<file path="config.mk">
export PLATFORM = sky130hd
export DESIGN_NAME = stream_fmt_top
export DESIGN_NICKNAME = d
export VERILOG_FILES = /design/src/rtl/stream_fmt_pkg.sv /design/src/rtl/stream_src_mux.sv /design/src/rtl/stream_sample_fmt.sv /design/src/rtl/stream_test_ctr.sv /design/src/rtl/stream_fmt_top.sv
export SDC_FILE = /design/constraint.sdc
export NUM_CORES = 1
export LEC_CHECK = 0
export BUFFER_PORTS_ARGS = -buffer_cell sky130_fd_sc_hd__buf_2
export CORE_AREA = 2 2 405 407
export CTS_CLUSTER_DIAMETER = 60
export DETAILED_ROUTE_END_ITERATION = 8
export DIE_AREA = 0 0 407 409
export PLACE_DENSITY = 0.3
export SKIP_LAST_GASP = 1
export SYNTH_ARGS = -nofsm -noshare
export SYNTH_HDL_FRONTEND = slang
export SYNTH_HIERARCHICAL = 1
export SYNTH_SLANG_ARGS = --single-unit
</file>
<file path="constraint.sdc">
create_clock -name clk -period 7.6 [get_ports clk]
set_input_delay 0.76 -clock clk [delete_from_list [all_inputs] [get_ports clk]]
set_output_delay 0.76 -clock clk [all_outputs]
set_load 0.03 [all_outputs]
</file>
<file path="src/rtl/stream_fmt_pkg.sv">
package stream_fmt_pkg;
    localparam int SEL_W    = 5;
    localparam int WORD_W   = 32;
    localparam int HALF_W   = WORD_W / 2;
    localparam int POS_W    = $clog2(WORD_W);
    localparam int SEL_OFF  = 0;
    localparam int SEL_TEST = 1;
    localparam int SEL_CH0  = 2;

    typedef enum logic [1:0] {
        ST_OFF,
        ST_WIDE,
        ST_PAIR_LO,
        ST_PAIR_HI
    } pack_state_t;
endpackage

</file>
<file path="src/rtl/stream_src_mux.sv">
module stream_src_mux
    import stream_fmt_pkg::*;
#(
    parameter int N_CH = 30,
    parameter int DW   = WORD_W
) (
    input  logic [SEL_W-1:0]   sel,
    input  logic [N_CH*DW-1:0] ch_data,
    input  logic [N_CH-1:0]    ch_valid,
    input  logic [DW-1:0]      test_word,
    output logic [DW-1:0]      pick,
    output logic               pick_vld
);
    logic [N_CH-1:0] hit;

    for (genvar g = 0; g < N_CH; g++) begin : g_hit
        assign hit[g] = (sel == SEL_W'(g + SEL_CH0));
    end

    always_comb begin
        pick     = '0;
        pick_vld = 1'b0;
        if (sel == SEL_W'(SEL_TEST)) begin
            pick     = test_word;
            pick_vld = 1'b1;
        end else begin
            for (int i = 0; i < N_CH; i++) begin
                if (hit[i]) begin
                    pick     = ch_data[i*DW +: DW];
                    pick_vld = ch_valid[i];
                end
            end
        end
    end
endmodule

</file>
<file path="src/rtl/stream_sample_fmt.sv">
module stream_sample_fmt
    import stream_fmt_pkg::*;
(
    input  logic [WORD_W-1:0] raw,
    input  logic [POS_W-1:0]  pos,
    input  logic              sgn,
    output logic [WORD_W-1:0] fmt
);
    logic [WORD_W-1:0] keep;
    logic              fill;

    always_comb begin
        keep = {WORD_W{1'b1}} >> (POS_W'(WORD_W - 1) - pos);
        fill = sgn & raw[pos];
        fmt  = (raw & keep) | (fill ? ~keep : '0);
    end
endmodule

</file>
<file path="src/rtl/stream_test_ctr.sv">
module stream_test_ctr
    import stream_fmt_pkg::*;
(
    input  logic              clk,
    input  logic              rst_n,
    input  logic              adv,
    output logic [WORD_W-1:0] val
);
    always_ff @(posedge clk or negedge rst_n) begin
        if (!rst_n)   val <= '0;
        else if (adv) val <= val + 1'b1;
    end
endmodule

</file>
<file path="src/rtl/stream_fmt_top.sv">
module stream_fmt_top
    import stream_fmt_pkg::*;
#(
    parameter int N_CH = 30
) (
    input  logic                   clk,
    input  logic                   rst_n,
    input  logic [4:0]             src_sel,
    input  logic [4:0]             fmt_ext_pos,
    input  logic                   fmt_wide,
    input  logic                   fmt_signed,
    input  logic [N_CH*32-1:0]     ch_data,
    input  logic [N_CH-1:0]        ch_valid,
    output logic [31:0]            out_data,
    output logic                   out_valid,
    output logic                   lane_ok
);
    pack_state_t       state, nxt_state;
    logic [WORD_W-1:0] test_word, pick, fmt;
    logic              pick_vld, test_adv;
    logic [HALF_W-1:0] held, nxt_held;
    logic              emit;
    logic [WORD_W-1:0] emit_word;

    assign test_adv = (src_sel == SEL_W'(SEL_TEST));

    stream_test_ctr u_ctr (
        .clk   (clk),
        .rst_n (rst_n),
        .adv   (test_adv),
        .val   (test_word)
    );

    stream_src_mux #(.N_CH(N_CH), .DW(WORD_W)) u_mux (
        .sel       (src_sel),
        .ch_data   (ch_data),
        .ch_valid  (ch_valid),
        .test_word (test_word),
        .pick      (pick),
        .pick_vld  (pick_vld)
    );

    stream_sample_fmt u_fmt (
        .raw (pick),
        .pos (fmt_ext_pos),
        .sgn (fmt_signed),
        .fmt (fmt)
    );

    // State register
    always_ff @(posedge clk or negedge rst_n) begin
        if (!rst_n) begin
            state <= ST_OFF;
            held  <= '0;
        end else begin
            state <= nxt_state;
            held  <= nxt_held;
        end
    end

    // Next state and word assembly
    always_comb begin
        nxt_state = state;
        nxt_held  = held;
        emit      = 1'b0;
        emit_word = fmt;
        if (src_sel == SEL_W'(SEL_OFF)) begin
            nxt_state = ST_OFF;
        end else if (fmt_wide) begin
            nxt_state = ST_WIDE;
            emit      = pick_vld;
        end else begin
            unique case (state)
                ST_PAIR_HI: begin
                    if (pick_vld) begin
                        emit      = 1'b1;
                        emit_word = {fmt[HALF_W-1:0], held};
                        nxt_state = ST_PAIR_LO;
                    end
                end
                ST_OFF, ST_WIDE, ST_PAIR_LO: begin
                    if (pick_vld) begin
                        nxt_held  = fmt[HALF_W-1:0];
                        nxt_state = ST_PAIR_HI;
                    end else begin
                        nxt_state = ST_PAIR_LO;
                    end
                end
                default: nxt_state = ST_OFF;
            endcase
        end
    end

    // Output registers
    always_ff @(posedge clk or negedge rst_n) begin
        if (!rst_n) begin
            out_data  <= '0;
            out_valid <= 1'b0;
            lane_ok   <= 1'b0;
        end else begin
            out_valid <= emit;
            lane_ok   <= pick_vld;
            if (emit) out_data <= emit_word;
        end
    end
endmodule

</file>
Yosys cells after proc, flatten, opt, wreduce, memory -nomap -nowiden. Index checks and enable logic that the tools add are counted.

Bits in registers: 84. Input port bits: 1004. Logic and storage cells: 133.

Add/subtract/negate cells: 2. $lt $le $gt $ge: 1. Eq/ne operators: 35. Shift-type cells: 1. Mux-type cells: 78. Bitwise operators: 6. Reductions and logical operators: 4.

Operator list (number): $mux W32 (36); $eq A5 B5 Y1 const B (16); $eq A5 B4 Y1 const B (8); $mux W1 (37); $add A32 B1 Y32 const B (1); $and A32 B32 Y32 (1); $not A32 Y32 (1); $or A32 B32 Y32 (1); $shr A32 B5 Y32 const A (1); $eq A5 B3 Y1 const B (4); $eq A5 B2 Y1 const B (2); $lt A5 B6 Y1 const B (1); $mux W2 (3); $bmux W1 S5 (1); $eq A5 B1 Y1 const B (1); $logic_not A5 Y1 (1); $sub A5 B5 Y5 const A (1); $eq A2 B2 Y1 const B (2); $ne A4 B4 Y1 const B (1); $pmux W2 S2 (1); $reduce_and A4 Y1 (1); $reduce_or A3 Y1 (1); $eq A2 B1 Y1 const B (1); $logic_not A2 Y1 (1); 2 further kinds (3).

Longest topological paths before layout. Gate-level depths: netlist of the first run.

Depth in word-level cells: 41. Mapped depth: 19.

Modules after synthesis. Netlist of the first run, hierarchy kept.

By module, submodules not included: stream_src_mux (times used 1, cells each 1491, area an instance 9052.4 µm²); stream_fmt_top (times used 1, cells each 163, area an instance 2239.6 µm²); stream_test_ctr (times used 1, cells each 123, area an instance 1448.9 µm²); stream_sample_fmt (times used 1, cells each 151, area an instance 1096.1 µm²).

Least setup slack after synthesis of the first run. No wires, ideal clock.

Path kind: input-to-reg. Start: input src_sel[0]. End: register out_data[26]. Library setup time: 0.126 ns. Arrival: 3.729 ns. Data required time: 7.474 ns. Slack: 3.745 ns. Cell stages on the path: 16. Path buffers: 6. Cell sequence: buf_2 -> buf_4 -> buf_2 -> buf_2 -> buf_2 -> mux2i_1 -> a21boi_0 -> a221oi_1 -> a31oi_1 -> mux4_2 -> a22o_1 -> buf_6 -> o31ai_2 -> o22ai_1 -> a22oi_1 -> o2bb2ai_1.

Longest elaborated chain between the ends: 41. Elaborated cells between the ends (all ways): 108.

Ends and longest elaborated chain: start, declared (RTL line stream_fmt_top.sv:8) `input logic [4:0] src_sel,`; $eq A5 B2 Y1 (RTL line stream_src_mux.sv:17) `assign hit[g] = (sel == SEL_W'(g + SEL_CH0));`; $mux W32 (30 in a row) (RTL line stream_src_mux.sv:28) `if (hit[i]) begin`; $mux W32 (*) (RTL line stream_src_mux.sv:23) `if (sel == SEL_W'(SEL_TEST)) begin`; via pick[23] (RTL line stream_fmt_top.sv:19) `logic [WORD_W-1:0] test_word, pick, fmt;`; $bmux W1 S5 (*) (RTL line stream_sample_fmt.sv:14) `fill = sgn & raw[pos];`; $mux W1 (not written as such) (*) (RTL line stream_sample_fmt.sv:14); $and A1 B1 Y1 (*) (RTL line stream_sample_fmt.sv:14); $mux W32 (*) (RTL line stream_sample_fmt.sv:15) `fmt = (raw & keep) | (fill ? ~keep : '0);`; $or A32 B32 Y32 (*) (RTL line stream_sample_fmt.sv:15); via fmt[26] (RTL line stream_fmt_top.sv:19); $mux W32 (RTL line stream_fmt_top.sv:75) `if (pick_vld) begin`; $mux W32 (RTL line stream_fmt_top.sv:73) `unique case (state)`; $mux W32 (RTL line stream_fmt_top.sv:69) `end else if (fmt_wide) begin`; $mux W32 (*) (RTL line stream_fmt_top.sv:67) `if (src_sel == SEL_W'(SEL_OFF)) begin`; end signal, assigned (RTL line stream_fmt_top.sv:103) `if (emit) out_data <= emit_word;`; end, declared (RTL line stream_fmt_top.sv:14) `output logic [31:0] out_data,`.

The timed path passes the listed nets; every way through them passes the cells marked *. The select of a mux whose other input is x is not followed. A chain may end at the register's enable or synchronous reset.

Worst setup path in the final report of the first run.
Start: input src_sel[1]. End: register out_data[5].

Longest elaborated chain between the ends: 41. Elaborated cells between the ends (all ways): 108.

Ends and longest elaborated chain (RTL line): $eq A5 B2 Y1 (stream_src_mux.sv:17); $mux W32 (30 in a row) (stream_src_mux.sv:28); $mux W32 (*) (stream_src_mux.sv:23); via pick[5] (stream_fmt_top.sv:19); $bmux W1 S5 (stream_sample_fmt.sv:14); $mux W1 (not written as such) (stream_sample_fmt.sv:14); $and A1 B1 Y1 (stream_sample_fmt.sv:14); $mux W32 (stream_sample_fmt.sv:15); $or A32 B32 Y32 (*) (stream_sample_fmt.sv:15); via fmt[5] (stream_fmt_top.sv:19); $mux W32 (stream_fmt_top.sv:75); $mux W32 (stream_fmt_top.sv:73); $mux W32 (stream_fmt_top.sv:69); $mux W32 (*) (stream_fmt_top.sv:67).

Marked as above.

==> results of run 1 <==
[stage by stage]
| stage | cells | util (%) |
|---|---|---|
| after floorplan | 1928 | - |
| after CTS | 5122 | 13.8 |
| after detailed placement | 5106 | 13.6 |
| final | 5170 | 13.9 |
| after global routing | 5154 | 13.8 |
| after global placement | 5105 | 13.6 |
[sequential cells by signal (all words and copies together) (netlist names)]
name and cells:
held 16, out_valid 1, lane_ok 1, out_data 32, u_ctr/val 32, state 2
[area by class of cell]
| cell class | count | area (sq um) |
|---|---|---|
| Antenna cell | 48 | 120 |
| Fill cell | 19133 | 140000 |
| Inverter | 24 | 90.1 |
| Clock inverter | 5 | 36.3 |
| Multi-Input combinational cell | 1634 | 10800 |
| Sequential cell | 84 | 2100 |
| Clock buffer | 11 | 233 |
| Timing Repair Buffer | 1189 | 6350 |
| Tap cell | 2175 | 2720 |
[worst max-delay path: cells and delay by family]
family,cells,cell delay [ns]
compound gates,7,2.96
buf+inv,2,0.70
simple gates,5,1.97
mux,1,0.37
[where the power goes]
part	switching [mW]	internal [mW]	total (mW)
Sequential	0.119	0.564	0.683
Clock	0.209	0.223	0.432
Combinational	1.04	0.578	1.61
[final timing paths]
path / start / to / slack (ns) / cells past startpoint
setup / recovery: src_sel[1] / out_data[5]$_DFFE_PN0P_ / 1.04 / 15
hold / removal: rst_n / lane_ok$_DFF_PN0_ / 0.36 / 1
setup reg to reg: u_ctr/val[9]$_DFFE_PN0P_ / out_data[14]$_DFFE_PN0P_ / 3.64 / 10
hold reg to reg: u_ctr/val[31]$_DFFE_PN0P_ / u_ctr/val[31]$_DFFE_PN0P_ / 0.49 / 1
max in group asynchronous: rst_n / u_ctr/val[5]$_DFFE_PN0P_ / 6.08 / 2
min in group clk: u_ctr/val[31]$_DFFE_PN0P_ / u_ctr/val[31]$_DFFE_PN0P_ / 0.49 / 1
[cells by family after synthesis]
family          Yosys count  synth area share, %
fa+ha+maj                 1               0.0904
flops                    84                 15.2
xor+xnor                 33                 2.09
buf+inv                 210                 7.48
compound gates          952                 47.3
mux                      74                 6.51
simple gates            574                 21.4
[per-layer routing]
metal	wire length, microns	track usage [%]	share of wire (%)	up-vias
li1	-	-	-	9776
met1	91900	32.1	42	11950
met2	103000	42.1	47	1441
met3	16000	5.43	7.4	337
met4	5690	5.35	2.6	104
met5	658	0	0.30	-
[placed cells by master, fill, tap and decap left out, types with 22 or more instances in the layout]
cell and count:
a211oi_1 23, o21ai_0 146, diode_2 48, a22oi_1 111, nor3_1 42, o22ai_1 118, nor2_1 126, a21o_1 25
a31oi_1 28, nand3_1 46, nand2_1 162, o221ai_1 40, dfrtp_1 84, mux2i_1 36, mux2_2 22, nor4_1 23
buf_2 1032, buf_4 155, a21oi_1 179, a22o_1 23, a221oi_1 55, o2bb2ai_1 38
==> results.json, run 1 <==
{
  "status": "completed",
  "antenna_found_initial": 201,
  "start_util_pct": 8.54,
  "ys_warn_count": 6,
  "cts_made_buffers": 9,
  "cts.sinks": 84,
  "firstDrtPassIters": 6,
  "netlist_top_cells_count": "a21oi_1, nand2_1, o21ai_0",
  "place_congestion": 0.953,
  "crit_slowest_cell": "nor4_1",
  "tritoncts": "done",
  "drc": 0,
  "finalMaxSlewViolations": 0,
  "peakVddDrop_mv": 0.110,
  "cts_root_buf": "clkbuf_16",
  "period_share_pct": 86.3,
  "overflow": 0,
  "critical_path_required_ns": 7.88,
  "via_count": 23608,
  "cap_violations": 0,
  "synth_top_area_cell": "dfrtp_1",
  "cts_setup_buffers": 0,
  "hold_path.class": "in -> async",
  "core-area_sq_um": 162000,
  "die_h_microns": 409,
  "fin_crit_ns": 6.56,
  "die_w_microns": 407,
  "port_buffers": 1037,
  "cp-start-kind": "primary input",
  "synth_cell_types": 96,
  "crit_chain": "buf_4 > nand2b_1 > buf_4 > nor3_1 > nor4_1 > o221ai_1 > nor3_1 > a221oi_1 > a21oi_1 > mux4_1 > nand3_1 > a41o_1 > o31ai_1 > a22oi_1 > o2bb2ai_1",
  "htreeDepth": 3,
  "worstSetupPathType": "in -> reg",
  "setup_violations": 0,
  "io_pins": 1038,
  "synth_area_leaders": "dfrtp_1, a21oi_1, a22oi_1",
  "cts_buffer_depth": 2,
  "path_max_fanout": 31,
  "grt_pass1_vias": 23007,
  "place_hpwl_mm": 192,
  "hold_violations": 0,
  "synth.top_cell.area_share_pct": 15.2,
  "vias_per_cell": 4.57,
  "synth_edf_count": 0,
  "clk_latency_ns": 0.36,
  "detail-route-antenna-nets": 0,
  "clk_pin_slew_ns": 0.07,
  "grt_max_degree": 49,
  "synth_cells": 1928,
  "cts_hold_buf": 0,
  "drive_above_1_share_pct": 45.3,
  "area_delta_synth_final_pct": 62.4,
  "rsz0062_at_grt": "false",
  "wl_per_cell_microns": 42.0,
  "critPathCaptureType": "flip-flop",
  "fmax_mhz": 153,
  "post_cts_resized": 0,
  "ys_seq_elements": 84,
  "drtIter0Drc": 2498,
  "syn-num-nets": 2933,
  "synthMostInstantiatedCell": "a21oi_1",
  "ys_async_sr_fraction_pct": 100,
  "slew_headroom_pct": 17.7,
  "synthFlopType": "dfrtp_1",
  "grt_usage_pct": 24.9,
  "routed_wl_mm": 217,
  "num_rows": 148,
  "cp.arrival_ns": 6.84,
  "finalSetupTns_ns": 0,
  "finClkSkew_ns": 0.0104,
  "power.density_nw_per_um2": 121,
  "power.total_mw": 2.73,
  "synth.yosys.seq_area_share_pct": 15.2,
  "cellLeakagePower_nw": 9.65,
  "nets": 3947,
  "pre_cts_ws_ns": 0.756,
  "tightest_slew_ns": 1.22,
  "setup_ws_ns": 1.04,
  "grt_pass1_wl_mm": 266,
  "slowest_delay_ns": 0.93,
  "syn_area_per_cell_sq_um": 7.18,
  "placed_area_sq_um": 22100,
  "hold_slack_ns": 0.362,
  "die-area_sq_um": 166000,
  "synth_area_sq_um": 13800,
  "stdcell_area_sq_um": 22500
}
(Power assumes the default switching activity.)
==> inputs of run 2 (changes only) <==
--- a/config.mk
+++ b/config.mk
@@ -5,6 +5,7 @@
 export SDC_FILE = /design/constraint.sdc
 export NUM_CORES = 1
 export LEC_CHECK = 0
+export ABC_AREA = 1
 export BUFFER_PORTS_ARGS = -buffer_cell sky130_fd_sc_hd__buf_2
 export CORE_AREA = 2 2 405 407
 export CTS_CLUSTER_DIAMETER = 60
==> run 2 against run 1 <==
Compared with the run above:
- sequential share of layout area about the same
- critical endpoint is now out_data[22]$_DFFE_PN0P_
- core utilization about the same
- clock power increased by 9.7%
- highest routed layer unchanged
==> results.json, run 2 <==
{
  "drc": 0,
  "die_h_microns": 409,
  "path_common_cell": "nand2_1",
  "overflow": 0,
  "cts_buffer_depth": 2,
  "setup_violations": 0,
  "grt_max_degree": 63,
  "rsz0062_at_grt": "false",
  "grt_usage_pct": 18.1,
  "finalSetupTns_ns": 0,
  "synth_area_sq_um": 14200,
  "synth_edf_count": 0,
  "syn_area_per_cell_sq_um": 4.94,
  "hold_violations": 0,
  "firstDrtPassIters": 5,
  "via_count": 22743,
  "grt_pass1_wl_mm": 204,
  "critical_path_required_ns": 7.87,
  "top_regs": "out_data: 32 flops, u_ctr/val: 32 flops, held: 16 flops",
  "htreeDepth": 3,
  "worst-path-buf-inv": 5,
  "fmax_mhz": 155,
  "cts_hold_buf": 0,
  "critPathCaptureType": "flip-flop",
  "place_congestion": 0.957,
  "slowest_delay_ns": 0.59,
  "ys_seq_elements": 84,
  "synth_xor_xnor_area_share_pct": 1.11,
  "path_max_fanout": 31,
  "fin_crit_ns": 6.44,
  "clk_latency_ns": 0.38,
  "clk_pin_slew_ns": 0.08,
  "synth.top_cell.area_share_pct": 31.1,
  "synthAdderAreaFrac_pct": 0.0882,
  "routed_wl_mm": 157,
  "peakVddDrop_mv": 0.0942,
  "slew_headroom_pct": 30.6,
  "die-area_sq_um": 166000,
  "synth_compound_area_share_pct": 2.63,
  "synth.yosys.seq_area_share_pct": 14.8,
  "area_delta_synth_final_pct": 58.8,
  "port_buffers": 1037,
  "netlist_top_cells_count": "nand2_1, nor2_1, inv_1",
  "synth_top_family_by_area": "simple AND/OR/NAND/NOR gates",
  "io_pins": 1038,
  "num_rows": 148,
  "synth_cells": 2872,
  "vias_per_cell": 3.75,
  "ys_warn_count": 6,
  "finalMaxSlewViolations": 0,
  "tritoncts": "done",
  "cp_top_family": "simple AND/OR/NAND/NOR gates",
  "wl_per_cell_microns": 25.8,
  "start_util_pct": 8.75,
  "synthFlopType": "dfrtp_1",
  "cp.arrival_ns": 6.71,
  "cellLeakagePower_nw": 11.8,
  "place_hpwl_mm": 137,
  "synth_area_leaders": "nand2_1, dfrtp_1, nand4_1",
  "power.density_nw_per_um2": 113,
  "drtIter0Drc": 1444,
  "cp-start-kind": "primary input",
  "synth_top_area_cell": "nand2_1",
  "cts_setup_buffers": 0,
  "worstSetupPathType": "in -> reg",
  "synth_cell_types": 38,
  "drive_above_1_share_pct": 32.2,
  "cts_made_buffers": 9,
  "core-area_sq_um": 162000,
  "syn-num-nets": 3877,
  "status": "completed",
  "nets": 4862,
  "die_w_microns": 407,
  "cap_violations": 0,
  "grt_pass1_vias": 23280,
  "detail-route-antenna-nets": 0,
  "cts_root_buf": "clkbuf_16",
  "synth_mux_area_share_pct": 0,
  "r2r_slack_ns": 4.95,
  "period_share_pct": 84.8,
  "tightest_slew_ns": 1.04,
  "antenna_found_initial": 73,
  "final_cell_mix": "nand2_1, buf_2, nor2_1",
  "synthMostInstantiatedCell": "nand2_1",
  "finClkSkew_ns": 0.0145,
  "power.total_mw": 2.54,
  "hold_path.class": "in -> async",
  "crit_slowest_cell": "nor2_2",
  "post_cts_resized": 0,
  "mostFrequentLayoutCell": "nand2_1",
  "ys_async_sr_fraction_pct": 100,
  "yosys.area_share.simple_pct": 66.1,
  "cts.sinks": 84
}
-- run 2: cell types whose count changed after synthesis, moves of 38 or more --
cell,previous run,this run
nor2_1,137,405
a221oi_1,55,0
o221ai_1,40,0
buf_2,70,30
o22ai_1,118,0
o21ai_0,146,37
nand2_1,164,1174
nand3_1,46,177
o2bb2ai_1,38,0
a22oi_1,111,0
or2_2,7,54
a21oi_1,180,27
inv_1,23,388
nand4_1,15,258
-- run 2: worst paths after layout --
path                                           startpoint                  endpoint  depth (start not counted)
worst max-delay path                           src_sel[0]  out_data[22]$_DFFE_PN0P_                         35
worst min-delay path                                rst_n  out_data[11]$_DFFE_PN0P_                          1
worst max register to register  u_ctr/val[10]$_DFFE_PN0P_  out_data[22]$_DFFE_PN0P_                         14
worst min register to register   out_data[21]$_DFFE_PN0P_  out_data[21]$_DFFE_PN0P_                          2
max in group asynchronous                           rst_n  u_ctr/val[7]$_DFFE_PN0P_                          2
min in group clk                 out_data[21]$_DFFE_PN0P_  out_data[21]$_DFFE_PN0P_                          2
-- run 2: power breakdown --
group	switching, mW	leakage, nW	internal, mW
Combinational	0.967	10.5	0.451
Sequential	0.0944	1.10	0.556
Clock	0.217	0.140	0.257
Total	1.28	11.8	1.26
-- run 2: cell families after synthesis --
group | Yosys count
compound gates | 74
xor+xnor | 18
fa+ha+maj | 1
buf+inv | 543
flops | 84
simple gates | 2152
-- run 2: area by class of cell --
| type | count | area [sq um] |
|---|---|---|
| sequential | 84 | 2100 |
| clock buffer | 11 | 233 |
| clock inverter | 5 | 60.1 |
| inverter | 406 | 1530 |
| multi-input combinational | 2245 | 10000 |
| antenna | 29 | 72.6 |
| tap | 2175 | 2720 |
| timing repair buffer | 1111 | 5770 |
| fill | 19715 | 140000 |
-- run 2: layer usage --
metal  track usage [%]  vias to the layer above  share of wire, %
li1                  -                    10922                 -
met3              2.93                      181               5.7
met2              33.4                      925                51
met4              4.85                       36               2.7
met5                 0                        -              0.15
met1              21.2                    10679                40
-- run 2: metrics by stage --
| step | setup WS [ns] | hold slack (ns) | utilization [%] | instances | instance area (sq um) |
|---|---|---|---|---|---|
| 6_report | 1.16 | 0.279 | 13.9 | 6066 | 22500 |
| 5_1_grt | 0.543 | 0.302 | 13.9 | 6053 | 22500 |
| 4_1_cts | 0.995 | 0.285 | 13.9 | 6037 | 22400 |
| 3_5_place_dp | 0.582 | 0.465 | 13.7 | 6021 | 22200 |
| 3_3_place_gp | 0.494 | 0.465 | 13.7 | 6021 | 22200 |
| 2_1_floorplan | 3.95 | 0.453 | - | 2872 | 14200 |
